$ cat src/rtl/dref_pkg.sv
package dref_pkg;
  typedef enum logic [2:0] {
    SQ_IDLE,
    SQ_WAIT,
    SQ_PRE,
    SQ_CSR,
    SQ_RAS,
    SQ_END
  } seq_st_e;
endpackage

$ cat src/rtl/dref_interval.sv
module dref_interval #(
  parameter int INTERVAL = 780
) (
  input  logic clk,
  input  logic rst_n,
  input  logic en,
  input  logic served,
  output logic pend_any,
  output logic err
);
  localparam int TW = (INTERVAL > 2) ? $clog2(INTERVAL) : 1;

  logic [TW-1:0] timer;
  logic [1:0]    pend;
  logic          tick;

  assign tick     = en && (timer == TW'(INTERVAL - 1));
  assign pend_any = (pend != 2'd0);

  always_ff @(posedge clk) begin
    if (!rst_n) begin
      timer <= '0;
    end else if (!en || tick) begin
      timer <= '0;
    end else begin
      timer <= timer + 1'b1;
    end
  end

  always_ff @(posedge clk) begin
    if (!rst_n) begin
      pend <= 2'd0;
      err  <= 1'b0;
    end else begin
      if (tick && !served && pend != 2'd3)      pend <= pend + 2'd1;
      else if (!tick && served && pend != 2'd0) pend <= pend - 2'd1;
      if (tick && pend != 2'd0 && !served)      err  <= 1'b1;
    end
  end

  // the overdue flag never clears
  a_r9_err_sticky: assert property (@(posedge clk) disable iff (!rst_n)
    err |=> err);
  // the flag rises only while a refresh was already outstanding
  a_r9_err_cause: assert property (@(posedge clk) disable iff (!rst_n)
    $rose(err) |-> $past(pend_any));
endmodule

$ cat src/rtl/dref_cbr_seq.sv
module dref_cbr_seq
  import dref_pkg::*;
#(
  parameter int T_RP  = 3,
  parameter int T_CSR = 1,
  parameter int T_RAS = 4,
  parameter int T_CHR = 1
) (
  input  logic clk,
  input  logic rst_n,
  input  logic want,
  input  logic gnt,
  output logic req,
  output logic own,
  output logic ras_n,
  output logic cas_n,
  output logic done
);
  localparam int M1   = (T_RP > T_CSR) ? T_RP : T_CSR;
  localparam int LMAX = (M1 > T_RAS) ? M1 : T_RAS;
  localparam int CW   = $clog2(LMAX + 1);

  seq_st_e       st;
  logic [CW-1:0] cnt;
  logic          seg_last;

  always_comb begin
    case (st)
      SQ_PRE:  seg_last = (cnt == CW'(T_RP - 1));
      SQ_CSR:  seg_last = (cnt == CW'(T_CSR - 1));
      SQ_RAS:  seg_last = (cnt == CW'(T_RAS - 1));
      SQ_END:  seg_last = (cnt == CW'(T_RP - 1));
      default: seg_last = 1'b0;
    endcase
  end

  always_ff @(posedge clk) begin
    if (!rst_n) begin
      st  <= SQ_IDLE;
      cnt <= '0;
    end else begin
      case (st)
        SQ_IDLE: if (want) st <= SQ_WAIT;
        SQ_WAIT: if (gnt) begin
          st  <= SQ_PRE;
          cnt <= '0;
        end
        default: begin
          if (seg_last) begin
            cnt <= '0;
            case (st)
              SQ_PRE:  st <= SQ_CSR;
              SQ_CSR:  st <= SQ_RAS;
              SQ_RAS:  st <= SQ_END;
              default: st <= SQ_IDLE;
            endcase
          end else begin
            cnt <= cnt + 1'b1;
          end
        end
      endcase
    end
  end

  assign req   = (st != SQ_IDLE);
  assign own   = (st != SQ_IDLE) && (st != SQ_WAIT);
  assign ras_n = (st != SQ_RAS);
  assign cas_n = !((st == SQ_CSR) || ((st == SQ_RAS) && (cnt < CW'(T_CHR))));
  assign done  = (st == SQ_END) && seg_last;

  // the row strobe only falls after the column strobe was already low
  a_r5_cas_setup: assert property (@(posedge clk) disable iff (!rst_n)
    $fell(ras_n) |-> !$past(cas_n));
  // the column strobe falls only with the row strobe precharged
  a_r5_ras_precharged: assert property (@(posedge clk) disable iff (!rst_n)
    $fell(cas_n) |-> (ras_n && $past(ras_n)));
  // strobes are driven low only while owned
  a_r4_strobes_owned: assert property (@(posedge clk) disable iff (!rst_n)
    (!ras_n || !cas_n) |-> own);
  // ownership begins only after a grant
  a_r4_own_after_gnt: assert property (@(posedge clk) disable iff (!rst_n)
    $rose(own) |-> $past(gnt));
  // a request that is not yet served is kept
  a_r4_req_held: assert property (@(posedge clk) disable iff (!rst_n)
    (req && !own) |=> req);
endmodule

$ cat src/rtl/dref_sched.sv
module dref_sched #(
  parameter int PAUSE_CYC = 10000,
  parameter int INIT_CNT  = 8,
  parameter int INTERVAL  = 780,
  parameter int T_RP      = 3,
  parameter int T_CSR     = 1,
  parameter int T_RAS     = 4,
  parameter int T_CHR     = 1
) (
  input  logic       clk,
  input  logic       rst_n,
  input  logic       ref_gnt,
  output logic       ref_req,
  output logic       own,
  output logic       ras_n,
  output logic [1:0] cas_n,
  output logic       we_n,
  output logic       ready,
  output logic       err
);
  localparam int PW = (PAUSE_CYC > 2) ? $clog2(PAUSE_CYC) : 1;
  localparam int IW = $clog2(INIT_CNT + 1);

  logic [PW-1:0] pcnt;
  logic          pause_done;
  logic [IW-1:0] init_left;
  logic          want;
  logic          seq_done;
  logic          pend_any;
  logic          cas_n_i;

  always_ff @(posedge clk) begin
    if (!rst_n) begin
      pcnt       <= '0;
      pause_done <= 1'b0;
    end else if (!pause_done) begin
      if (pcnt == PW'(PAUSE_CYC - 1)) pause_done <= 1'b1;
      else                            pcnt       <= pcnt + 1'b1;
    end
  end

  always_ff @(posedge clk) begin
    if (!rst_n) begin
      init_left <= IW'(INIT_CNT);
      ready     <= 1'b0;
    end else if (seq_done && !ready) begin
      init_left <= init_left - 1'b1;
      if (init_left == IW'(1)) ready <= 1'b1;
    end
  end

  assign want = ready ? pend_any : (pause_done && init_left != '0);

  dref_interval #(.INTERVAL(INTERVAL)) u_interval (
    .clk      (clk),
    .rst_n    (rst_n),
    .en       (ready),
    .served   (seq_done && ready),
    .pend_any (pend_any),
    .err      (err)
  );

  dref_cbr_seq #(.T_RP(T_RP), .T_CSR(T_CSR), .T_RAS(T_RAS), .T_CHR(T_CHR)) u_seq (
    .clk   (clk),
    .rst_n (rst_n),
    .want  (want),
    .gnt   (ref_gnt),
    .req   (ref_req),
    .own   (own),
    .ras_n (ras_n),
    .cas_n (cas_n_i),
    .done  (seq_done)
  );

  assign cas_n = {2{cas_n_i}};
  assign we_n  = 1'b1;

  // no request while the power-up pause runs
  a_r2_quiet_pause: assert property (@(posedge clk) disable iff (!rst_n)
    !pause_done |-> !ref_req);
  // ready never falls once set
  a_r3_ready_sticky: assert property (@(posedge clk) disable iff (!rst_n)
    ready |=> ready);
  // ready rises only at the end of a refresh cycle
  a_r3_ready_after_cycle: assert property (@(posedge clk) disable iff (!rst_n)
    $rose(ready) |-> $past(seq_done));
endmodule

$ cat config.mk
export PLATFORM = sky130hd
export DESIGN_NAME = dref_sched
export DESIGN_NICKNAME = d
export VERILOG_FILES = /design/src/rtl/dref_pkg.sv /design/src/rtl/dref_interval.sv /design/src/rtl/dref_cbr_seq.sv /design/src/rtl/dref_sched.sv
export SDC_FILE = /design/constraint.sdc
export NUM_CORES = 1
export LEC_CHECK = 0
export ABC_AREA = 0
export BUFFER_PORTS_ARGS = -buffer_cell sky130_fd_sc_hd__buf_2
export CORE_MARGIN = 2
export CORE_UTILIZATION = 25
export CTS_BUF_LIST = sky130_fd_sc_hd__clkbuf_2
export CTS_CLUSTER_SIZE = 8
export DETAILED_ROUTE_END_ITERATION = 12
export HOLD_SLACK_MARGIN = 0.15
export SLEW_MARGIN = 20
export SYNTH_ARGS = -nofsm -noshare
export SYNTH_HDL_FRONTEND = slang
export SYNTH_SLANG_ARGS = --single-unit
export TNS_END_PERCENT = 30
$ cat constraint.sdc
create_clock -name clk -period 2.5 [get_ports clk]
set_input_delay 0.125 -clock clk [delete_from_list [all_inputs] [get_ports clk]]
set_output_delay 0.125 -clock clk [all_outputs]
set_load 0.005 [all_outputs]
# --- Word level (Yosys, flattened, before mapping) ---
# Index checks and enable logic that the tools add are counted.
classes:
  reduce_logical: 32
  n_mux: 14
  div: 0
  n_bitwise: 4
  magnitude_cmp: 1
  addsub: 6
  multipliers: 0
  n_shift: 0
  n_eq_ne: 15
op_table:
  columns: ["operator", "count"]
  rows:
  - ["3-bit two-way mux", 5]
  - ["14-bit by 1-bit adder with 14-bit output, second input constant", 1]
  - ["14-bit equality test, second input constant", 1]
  - ["1-bit logical AND", 13]
  - ["3-bit by 2-bit equality test with 1-bit output, second input constant", 4]
  - ["3-bit case mux with 2 select lines", 2]
  - ["10-bit by 1-bit adder with 10-bit output, second input constant", 1]
  - ["10-bit equality test, second input constant", 1]
  - ["3-bit case mux with 3 select lines", 1]
  - ["3-bit equality test, second input constant", 2]
  - ["3-bit zero test", 2]
  - ["2-bit AND reduction", 3]
  - ["3-bit nonzero test", 2]
  - ["4-bit by 1-bit equality test with 1-bit output, second input constant", 1]
  - ["1-bit zero test", 4]
  - ["2-bit two-way mux", 2]
  - ["2-bit != test, second input constant", 2]
  - ["1-bit inverter", 4]
  - ["2-bit nonzero test", 2]
  - ["4-bit nonzero test", 1]
  - ["2-bit OR reduction", 2]
  - ["4-bit by 1-bit subtractor with 4-bit output, second input constant", 1]
  - ["3-bit by 1-bit adder with 3-bit output, second input constant", 1]
  - ["3-bit by 1-bit equality test with 1-bit output, second input constant", 1]
  - ["other kinds (10)", 13]
totals:
  mem_bits_rw: 0
  latchBits: 0
  memories: 0
  ff_bits: 39
  out_inout_bits: 8
  rom_bits: 0

# --- Longest topological paths before layout ---
# Gate-level depths: netlist (run 1).
logic_depth:
  word_depth: 9
  mapped_depth: 6

# --- Cells and area by module ---
# From an unflattened synthesis (run 1), not the netlist that was laid out.
hier_totals:
  hier_cells: 232
  hier_area_um2: 2048.2
modules_own_cells:
  columns: ["mod", "n_inst", "seq_area_each_um2", "area_each_um2", "cells_per_inst"]
  rows:
  - ["dref_sched", 1, 400.4, 998.5, 112]
  - ["dref_interval", 1, 260.2, 591.8, 65]
  - ["dref_cbr_seq", 1, 120.1, 457.9, 55]

# --- Least setup slack after synthesis (run 1) ---
# Ideal clock, no wire load.
synth_path:
  path_type: "reg2reg"
  start: "register pcnt[0]"
  end: "register pcnt[12]"
  setup_time_ns: 0.072
  n_path_buf: 0
  arrival_ns: 1.652
  stages_incl_launch_ff: 6
  synth_period_minus_slack_ns: 1.724
  required_time_ns: 2.428
  setup_slack_ns: 0.776
  cell_sequence: "dfxtp_1 ha_1 and3_1 a41oi_1 nor4b_1 mux2i_1"
synth_between:
  elab_chain_cells: 3
  elab_cells_between_ends: 4
  classes_between: "1 x add/sub; 1 x eq/ne; 1 x bitwise; 1 x reduce/logical"
synth_rtl:
  columns: ["element", "line", "rtl"]
  rows:
  - ["start: declaration", "dref_sched.sv:24", "logic [PW-1:0] pcnt;"]
  - ["start signal: assignment", "dref_sched.sv:38", "else pcnt <= pcnt + 1'b1;"]
  - ["parallel branches: the longest is 3 deep, another holds 14-bit by 1-bit adder with 14-bit output", null, null]
# Parallel ways; which one is timed is not known.
# A chain may end at the register's enable or synchronous reset.

# --- Final worst setup path (run 1) ---
layout_path:
  start: "register u_seq.st[2]"
  end: "register u_interval.pend[0]"
layout_between:
  elab_chain_cells: 9
  elab_cells_between_ends: 15
  classes_between: "4 x eq/ne; 2 x mux; 9 x reduce/logical"
layout_rtl:
  columns: ["element", "line", "rtl"]
  rows:
  - ["start: declaration", "dref_cbr_seq.sv:23", "seq_st_e st;"]
  - ["start signal: assignment", "dref_cbr_seq.sv:39", "st <= SQ_IDLE;"]
  - ["start signal: assignment", "dref_cbr_seq.sv:43", "SQ_IDLE: if (want) st <= SQ_WAIT;"]
  - ["start signal: assignment", "dref_cbr_seq.sv:45", "st <= SQ_PRE;"]
  - ["3-bit by 2-bit equality test with 1-bit output / 3-bit equality test (equally long branches)", "dref_cbr_seq.sv:28, dref_cbr_seq.sv:69", null]
  - ["2-bit OR reduction (no source line)", null, null]
  - ["1-bit case mux with 3 select lines", "dref_cbr_seq.sv:28", "case (st)"]
  - ["1-bit logical AND (*)", "dref_cbr_seq.sv:69", "assign done = (st == SQ_END) && seg_last;"]
  - ["1-bit logical AND (*)", "dref_sched.sv:58", ".served (seq_done && ready),"]
  - ["1-bit zero test", "dref_interval.sv:35", "if (tick && !served && pend != 2'd3) pend <= pend + 2'd1;"]
  - ["1-bit logical AND (2 in a row)", "dref_interval.sv:35", null]
  - ["2-bit two-way mux / 2-bit nonzero test (equally long branches)", null, null]
  - ["end signal: assignment", "dref_interval.sv:35", null]
  - ["end signal: assignment", "dref_interval.sv:36", "else if (!tick && served && pend != 2'd0) pend <= pend - 2'd1;"]
  - ["end: declaration", "dref_interval.sv:14", "logic [1:0] pend;"]
# Every way passes the cells marked *; elsewhere a longest branch is shown, timed or not.

==> results of run 1 <==
-- metal layers --
layer	vias up	wire [microns]	track usage, %
met3	2	121	2.428
met5	-	0	0
met1	821	2046	12.86
met2	18	2071	16.55
li1	904	-	-
met4	0	32	3.810
-- worst max-delay path by stage --
stage | slack (ns) | end | start | depth (start not counted)
2_1_floorplan | 0.78 | pcnt[12]$_SDFFE_PN0P_ | pcnt[0]$_SDFFE_PN0P_ | 5
3_3_place_gp | 0.68 | u_interval.pend[0]$_SDFFE_PN0P_ | u_seq.st[2]$_SDFFE_PN0P_ | 4
3_5_place_dp | 0.65 | u_interval.pend[0]$_SDFFE_PN0P_ | u_interval.timer[0]$_SDFF_PP0_ | 5
4_1_cts | 0.63 | u_interval.pend[0]$_SDFFE_PN0P_ | u_seq.st[2]$_SDFFE_PN0P_ | 4
5_1_grt | 0.47 | u_interval.timer[8]$_SDFF_PP0_ | u_interval.timer[0]$_SDFF_PP0_ | 5
6_report | 0.63 | u_interval.pend[0]$_SDFFE_PN0P_ | u_seq.st[2]$_SDFFE_PN0P_ | 4
-- area by class of cell --
| type | instances | area [sq um] | area share, % |
|---|---|---|---|
| multi-input combinational | 187 | 1202 | 51.69 |
| sequential | 39 | 780.7 | 33.57 |
| tap | 105 | 131.4 | 5.648 |
| timing repair buffer | 13 | 80.08 | 3.443 |
| clock inverter | 2 | 60.06 | 2.582 |
| inverter | 11 | 41.29 | 1.775 |
| clock buffer | 6 | 30.03 | 1.291 |
-- Yosys cell counts (all sizes together) (3+ instances only) --
library cell	count	share of area (%)
dfxtp	39	37
nor2	30	5.4
nand2	29	5.1
xnor2	12	4.9
inv	11	1.9
nand3	10	2.4
buf	9	3.6
nor3	9	2.1
nor4	9	2.9
a21oi	8	1.9
clkbuf	6	1.2
ha	6	3.5
mux2i	6	2.8
o21ai	6	1.6
or3	6	2.0
nand2b	5	1.5
a31oi	3	0.88
nand4	3	0.88
nand4b	3	1.2
or4	3	1.1
xor2	3	1.2
-- power groups by stage --
stage	clock [mW]	sequential, mW	combinational, mW
floorplan	0	0.648	0.0839
global placement	0	0.660	0.0816
detailed placement	0	0.661	0.0825
CTS	0.501	0.649	0.0851
global route	0.522	0.652	0.0952
finish	0.487	0.649	0.0845
-- timing repair --
item                                   in CTS  in global routing
endpoints found under the hold margin       5                  0
hold buffers                                2                  0
resized for setup                           0                  0
-- placed cells by master, fill, tap and decap left out, types with 3 or more instances in the layout --
master | synthesis | final
mux2i_1 | 6 | 6
nand4b_1 | 3 | 3
nor2_1 | 29 | 29
ha_1 | 6 | 6
nand4_1 | 3 | 3
clkbuf_2 | 0 | 6
a31oi_1 | 3 | 3
dfxtp_1 | 39 | 39
nand2_1 | 29 | 29
nor3_1 | 9 | 9
xor2_1 | 3 | 3
nand3_1 | 10 | 10
nand2b_1 | 5 | 5
a21oi_1 | 8 | 8
xnor2_1 | 12 | 12
or4_1 | 3 | 3
o21ai_1 | 5 | 5
nor4_1 | 8 | 8
or3_1 | 5 | 5
buf_2 | 1 | 9
inv_1 | 11 | 11
-- per-stage QoR --
stage               hold WS, ns  power, mW  std cells  utilization [%]
CTS                      0.4961      1.235        363            28.31
finish                   0.4939      1.221        363            28.31
global route             0.5104      1.270        363            28.31
global placement         0.4454     0.7414        353            26.97
detailed placement       0.4532     0.7435        353            26.97
floorplan                0.2798     0.7317        252                -
-- logic make-up (layout without fill, tap and decap cells) --
family	count (synthesis)	count (layout)	synth area share (%)
AND/OR/NAND/NOR	123	123	31.12
flip-flops	39	39	36.71
AO/OA/AOI/OAI	35	35	12.00
buffers and inverters	26	32	6.764
XOR/XNOR	15	15	6.177
multiplexers	7	7	3.529
adder cells (fa/ha/maj)	6	6	3.529
other	1	1	0.1763
-- worst max-delay path, stage by stage (launching register included) --
cell and delay, ns:
dfxtp_1 0.62, nand4bb_1 0.36, or4_1 0.56, mux2i_1 0.14, a221o_1 0.15
-- flip-flops by register name, summed over array words and instances, names as in the netlist --
| name | cells |
|---|---|
| pause_done | 1 |
| u_interval.pend | 2 |
| init_left | 4 |
| pcnt | 14 |
| u_interval.timer | 10 |
| u_seq.cnt | 3 |
| ready | 1 |
| u_seq.st | 3 |
| u_interval.err | 1 |
==> key figures, run 1 <==
Cells and area
  • Final nets: 266
  • Diodes inserted: 0
  • Share of layout cells above drive strength 1: 11.24%
  • Final Instance Area: 0.002326 sq mm
  • Fillers: 854
  • Area Growth Syn to Fin: 9.353%

Min path
  • Hold-critical path endpoint: u_interval.timer[0]$_SDFF_PP0_
  • HP Class: reg2reg
  • Hold path depth: 1
  • Hold wc startpoint: u_interval.timer[0]$_SDFF_PP0_

Timing
  • Post-layout minimum cycle time: 1.865 ns
  • Worst Max-Slew Pin Slew: 0.6705 ns
  • Final cycle utilization of the critical path: 74.61%
  • RSZ-0062 raised after global routing: no
  • Setup WS post-layout: 0.6347 ns
  • Skew final: 0.02943 ns
  • Max Freq: 0.5361 GHz
  • Hold Violations, Final: 0
  • Slew Limit Fails: 0
  • Setup_tns: 0 ns
  • Final setup viols: 0
  • Slew HR: 55.25%

Synth
  • Ys Warns: 0
  • Mean Syn Cell Area: 8.441 sq um
  • Syn Nets: 261
  • Main flop type after synthesis: dfxtp_1
  • Post-synth ARST share: 0%
  • Cells after Synth: 252
  • Post-synth EDFFs: 0
  • Post-synthesis register bit count: 39
  • Count of different cell masters after synthesis: 57
  • Sequential share of the synthesized area: 36.71%
  • Mapped Area: 0.002127 sq mm

Critical path
  • Crit end category: flip-flop
  • Worst-path fanout max: 14
  • Startpoint types: flip-flop
  • WS Path Type: reg2reg
  • Flop-to-flop setup slack: 0.63 ns
  • Crit Reg-Reg Startpoint: u_seq.st[2]$_SDFFE_PN0P_
  • R2r endpoint: u_interval.pend[0]$_SDFFE_PN0P_
  • Reg2Reg Depth: 4
  • Arrival time worst endpoint: 2.22 ns
  • Worst EP required: 2.85 ns

Drt
  • Vias: 1745
  • Wirelength, routed: 4271 microns
  • Via density per instance: 4.807
  • Initial DRC Count: 71
  • Final ANT Viol Nets: 0
  • Drt drc: 0
  • DR pass1 iterations: 5
  • Routed len/inst: 11.77 microns

Global routing
  • Pin count of the biggest net entering global routing: 22
  • First-pass GRT wire length: 7507 microns
  • Vias in the first global route: 1672
  • GRT Total Usage: 10.13%
  • Initial antenna violation count: 0
  • Remaining global-route overflow: 0

Clocking
  • Root buffer cell: clkbuf_2
  • CTS tree: yes
  • H-tree depth: 2
  • Cts bufs inserted: 5
  • Clk Latency, worst-skew pair: 0.38 ns
  • Setup Buffers After CTS: 0
  • Clock slew at reported path FFs: 0.22 ns
  • Sink Count: 39
  • Clock Path Buffers: 2

Placed design
  • Port bufs: 9
  • Pre-CTS setup slack: 0.6504 ns
  • RD Place Congestion: 0.7867
  • Dpl hpwl: 2984 microns
  • DP Area: 0.002216 sq mm

Pwr
  • Power per cell area: 524.9 mW/mm^2
  • Combinational fraction of design power: 6.9%
  • Flop pwr share: 53.2%
  • Leak: 0.7663 nW
  • Switch share: 22.75%
  • Psw: 0.2777 mW
  • Max IR drop VDD: 227.3 uV
  • Cell internal pwr: 0.9432 mW
  • Clock power share: 39.9%

Floorplan
  • Initial Utilization: 25.89%
  • Die Area: 0.009262 sq mm
  • Chip Height: 96.24 microns
  • Area of the core: 0.008217 sq mm
  • Core Rows: 33
  • Ports: 11
  • Die width: 96.24 microns

Outcome
  • Outcome: finished, final reports clean

Run
  • Max_cap viols: 0
No activity file was read; power rests on OpenSTA's default activity.
==> run 2, diff against run 1 <==
ABC_AREA = 1   (was 0)
clock period = 1.7 ns   (was 2.5 ns; I/O delays follow)
==> run 2 against run 1 <==
  * Synthesized cell count rose by 15%
  * Clock skew fell by 0.0064 ns
  * Sequential power rose by 57%
  * Clock power fell by 17%
  * Largest cell class unchanged
  * Die area fell by 3.8%
  * Critical path depth rose by 1
  * Critical path type is now reg2out
  * First-iteration DRC count rose by 13%
  * Total power rose by 61%
  * Sequential share of layout area rose by 0.34 points
  * Largest power group unchanged
  * Global-route usage fell by 0.092 points
  * Worst hold slack got worse by 0.063 ns
==> key figures, run 2 <==
Outcome
  • Outcome: finished, final reports clean (unchanged)

Critical path
  • Worst EP required: 1.62 ns (was 2.85 ns)
  • Arrival time worst endpoint: 1.48 ns (was 2.22 ns)
  • Worst Path Buf+Inv: 3 (was 0)
  • Crit end category: output port (was flip-flop)
  • Worst-path fanout max: 5 (was 14)
  • Reg2Reg Depth: 9 (was 4)
  • Crit path max-delay cell type: dfxtp_1 (unchanged)
  • Largest stage delay, worst path: 0.45 ns (was 0.62 ns)
  • R2r endpoint: init_left[3]$_SDFFE_PN1P_ (was u_interval.pend[0]$_SDFFE_PN0P_)
  • Cell family with most CP delay: flip-flops (was simple AND/OR/NAND/NOR gates)
  • WS Path Type: reg2out (was reg2reg)
  • Startpoint types: flip-flop (unchanged)
  • Flop-to-flop setup slack: 0.16 ns (was 0.63 ns)
  • Crit-path cells: inv_2 -> nor3_2 -> buf_4 -> a41oi_1 -> buf_2 (was nand4bb_1 -> or4_1 -> mux2i_1 -> a221o_1)
  • Crit Reg-Reg Startpoint: u_seq.st[0]$_SDFFE_PN0P_ (was u_seq.st[2]$_SDFFE_PN0P_)

Drt
  • Final ANT Viol Nets: 0 (unchanged)
  • Drt drc: 0 (unchanged)
  • Initial DRC Count: 80 (was 71)
  • Via density per instance: 4.501 (was 4.807)
  • Wirelength, routed: 4067 microns (was 4271 microns)
  • Vias: 1841 (was 1745)
  • Routed len/inst: 9.944 microns (was 11.77 microns)
  • DR pass1 iterations: 4 (was 5)

Min path
  • Hold-critical path endpoint: u_interval.timer[0]$_SDFF_PP0_ (unchanged)
  • Hold path depth: 1 (unchanged)
  • Hold wc startpoint: u_interval.timer[0]$_SDFF_PP0_ (unchanged)
  • HP Class: reg2reg (unchanged)

Synth
  • Count of different cell masters after synthesis: 34 (was 57)
  • Post-synthesis register bit count: 39 (unchanged)
  • Post-synth top area cell: dfxtp_1 (unchanged)
  • Post-synth EDFFs: 0 (unchanged)
  • Post-synth ARST share: 0% (unchanged)
  • Sequential share of the synthesized area: 38.21% (was 36.71%)
  • Cells after Synth: 289 (was 252)
  • Top cells by count, synth: 54 x nand2_1, 39 x dfxtp_1, 37 x inv_1 (was 39 x dfxtp_1, 29 x nand2_1, 29 x nor2_1)
  • Count leader, synth: nand2_1 (was dfxtp_1)
  • Synth top area cells: dfxtp_1 38%, nand2_1 9.9%, a21oi_1 7.3% (was dfxtp_1 37%, nand2_1 5.1%, nor2_1 5.1%)
  • Main flop type after synthesis: dfxtp_1 (unchanged)
  • Mapped Area: 0.002043 sq mm (was 0.002127 sq mm)
  • Ys Warns: 0 (unchanged)
  • Mean Syn Cell Area: 7.070 sq um (was 8.441 sq um)
  • Synth top area share: 38.21% (was 36.71%)
  • Syn Nets: 298 (was 261)

Timing
  • Max Freq: 0.6378 GHz
  • Slew Limit Fails: 0 (unchanged)
  • Post-layout minimum cycle time: 1.568 ns
  • Skew final: 0.02302 ns (was 0.02943 ns)
  • Final setup viols: 0 (unchanged)
  • Worst Hold Slack: 0.4304 ns (was 0.4939 ns)
  • RSZ-0062 raised after global routing: yes (was no)
  • Hold Violations, Final: 0 (unchanged)
  • Final cycle utilization of the critical path: 92.22%

Cells and area
  • Largest register FFs: 14 (unchanged)
  • Commonest non-fill, non-tap cell in the layout: nand2_1 (was dfxtp_1)
  • Diodes inserted: 0 (unchanged)
  • Biggest regs: pcnt: 14 flops, u_interval.timer: 10 flops, init_left: 4 flops (unchanged)
  • Final nets: 315 (was 266)
  • Top reg by flops: pcnt (unchanged)
  • Fin cells: 409 (was 363)
  • Fin util: 29.58% (was 28.31%)
  • Area Growth Syn to Fin: 13.04% (was 9.353%)
  • Fillers: 829 (was 854)
  • Share of layout cells above drive strength 1: 15.64% (was 11.24%)
  • Most frequent cells in the layout: 54 x nand2_1, 37 x inv_1, 37 x dfxtp_1 (was 39 x dfxtp_1, 29 x nor2_1, 29 x nand2_1)

Global routing
  • First-pass GRT wire length: 7162 microns (was 7507 microns)
  • Remaining global-route overflow: 0 (unchanged)
  • GRT Total Usage: 10.04% (was 10.13%)
  • Pin count of the biggest net entering global routing: 15 (was 22)
  • Initial antenna violation count: 0 (unchanged)
  • Vias in the first global route: 1687 (was 1672)

Clocking
  • Root buffer cell: clkbuf_2 (unchanged)
  • CTS tree: yes (unchanged)
  • Clock slew at reported path FFs: 0.19 ns (was 0.22 ns)
  • Sink Count: 39 (unchanged)
  • H-tree depth: 2 (unchanged)
  • Clk Latency, worst-skew pair: 0.38 ns (about the same)
  • Cts bufs inserted: 5 (unchanged)
  • Clock Path Buffers: 2 (unchanged)

Placed design
  • Port bufs: 9 (unchanged)
  • Post-Place Cells: 399 (was 353)
  • RD Place Congestion: 0.8399 (was 0.7867)
  • Dpl hpwl: 3080 microns (was 2984 microns)

Floorplan
  • Ports: 11 (unchanged)
  • Area of the core: 0.007807 sq mm (was 0.008217 sq mm)
  • Initial Utilization: 26.17% (was 25.89%)
  • Die Area: 0.008912 sq mm (was 0.009262 sq mm)
  • Die width: 94.41 microns (was 96.24 microns)
  • Core Rows: 32 (was 33)
  • Chip Height: 94.41 microns (was 96.24 microns)

Pwr
  • Max IR drop VDD: 235.0 uV (was 227.3 uV)
  • Power per cell area: 853.0 mW/mm^2 (was 524.9 mW/mm^2)
  • Leak: 0.8689 nW (was 0.7663 nW)

Run
  • Max_cap viols: 0 (unchanged)
[run 2: cell types whose count changed in the layout (fill, tap and decap cells not counted), sizes merged, moves of 5 or more]
cell	before	now
a21oi	8	30
mux2i	6	0
nand2	29	59
xnor2	12	3
nor4	9	2
o21ai	6	12
nand2b	5	0
inv	11	40
nor2	30	36
nand3	10	22
or3	6	1
[run 2: report_power, final]
group	switching (mW)	internal, mW
clock	0.290	0.112
sequential	0.0587	0.965
combinational	0.337	0.206
[run 2: stage by stage]
stage                     power, mW  setup slack, ns  cell area (sq um)   TNS, ns
after floorplan               1.439           0.2397               2043         0
after global routing          2.133         -0.04352               2310  -0.05988
final                         1.970           0.1322               2310         0
after CTS                     1.985          0.05672               2278         0
after global placement        1.561           0.1502               2218         0
after detailed placement      1.568           0.1082               2218         0
[run 2: worst reg2reg max path: cells and delay by family, from the launching register on]
family | cells | cell delay, ns
buffers and inverters | 1 | 0.09
DFF | 1 | 0.45
and+or+nand+nor | 8 | 0.90
[run 2: cells by family (layout without fill, tap and decap cells)]
| kind of cell | Yosys count | count (layout) | share of synthesized area [%] |
|---|---|---|---|
| simple gates | 142 | 142 | 33.19 |
| buf+inv | 47 | 65 | 9.430 |
| compound gates | 45 | 45 | 11.45 |
| flops | 39 | 39 | 38.21 |
| xor+xnor | 9 | 9 | 3.858 |
| fa+ha+maj | 6 | 6 | 3.674 |
| other cells | 1 | 1 | 0.1835 |
[run 2: final cells by class]
type	count	area [sq um]	area share (%)
Clock buffer	7	35.03	1.517
Clock inverter	1	5.005	0.2167
Inverter	40	150.1	6.501
Multi-Input combinational cell	203	1099	47.56
Sequential cell	39	783.3	33.91
Tap cell	102	127.6	5.525
Timing Repair Buffer	17	110.1	4.767
[run 2: worst max path at each step]
stage / from / endpoint / cells past startpoint
floorplan: pcnt[0]$_SDFFE_PN0P_ / pcnt[12]$_SDFFE_PN0P_ / 7
global placement: init_left[0]$_SDFFE_PN0P_ / u_seq.st[2]$_SDFFE_PN0P_ / 8
detailed placement: init_left[0]$_SDFFE_PN0P_ / u_seq.st[2]$_SDFFE_PN0P_ / 8
CTS: init_left[0]$_SDFFE_PN0P_ / u_seq.st[2]$_SDFFE_PN0P_ / 8
global route: init_left[0]$_SDFFE_PN0P_ / u_seq.st[2]$_SDFFE_PN0P_ / 8
finish: u_seq.st[0]$_SDFFE_PN0P_ / cas_n[0] / 5
[run 2: layer usage]
layer	up-vias	routed length [microns]	track usage, %
met5	-	0	0
met4	0	85	4.589
met3	7	154	2.394
met2	39	1872	16.96
met1	829	1956	12.06
li1	966	-	-
[run 2: what timing repair did]
action	CTS	global route
endpoints found under the hold margin	12	0
setup buffers	0	0
resized for setup	0	9
hold buffers	2	0
endpoints found under the setup margin	0	10
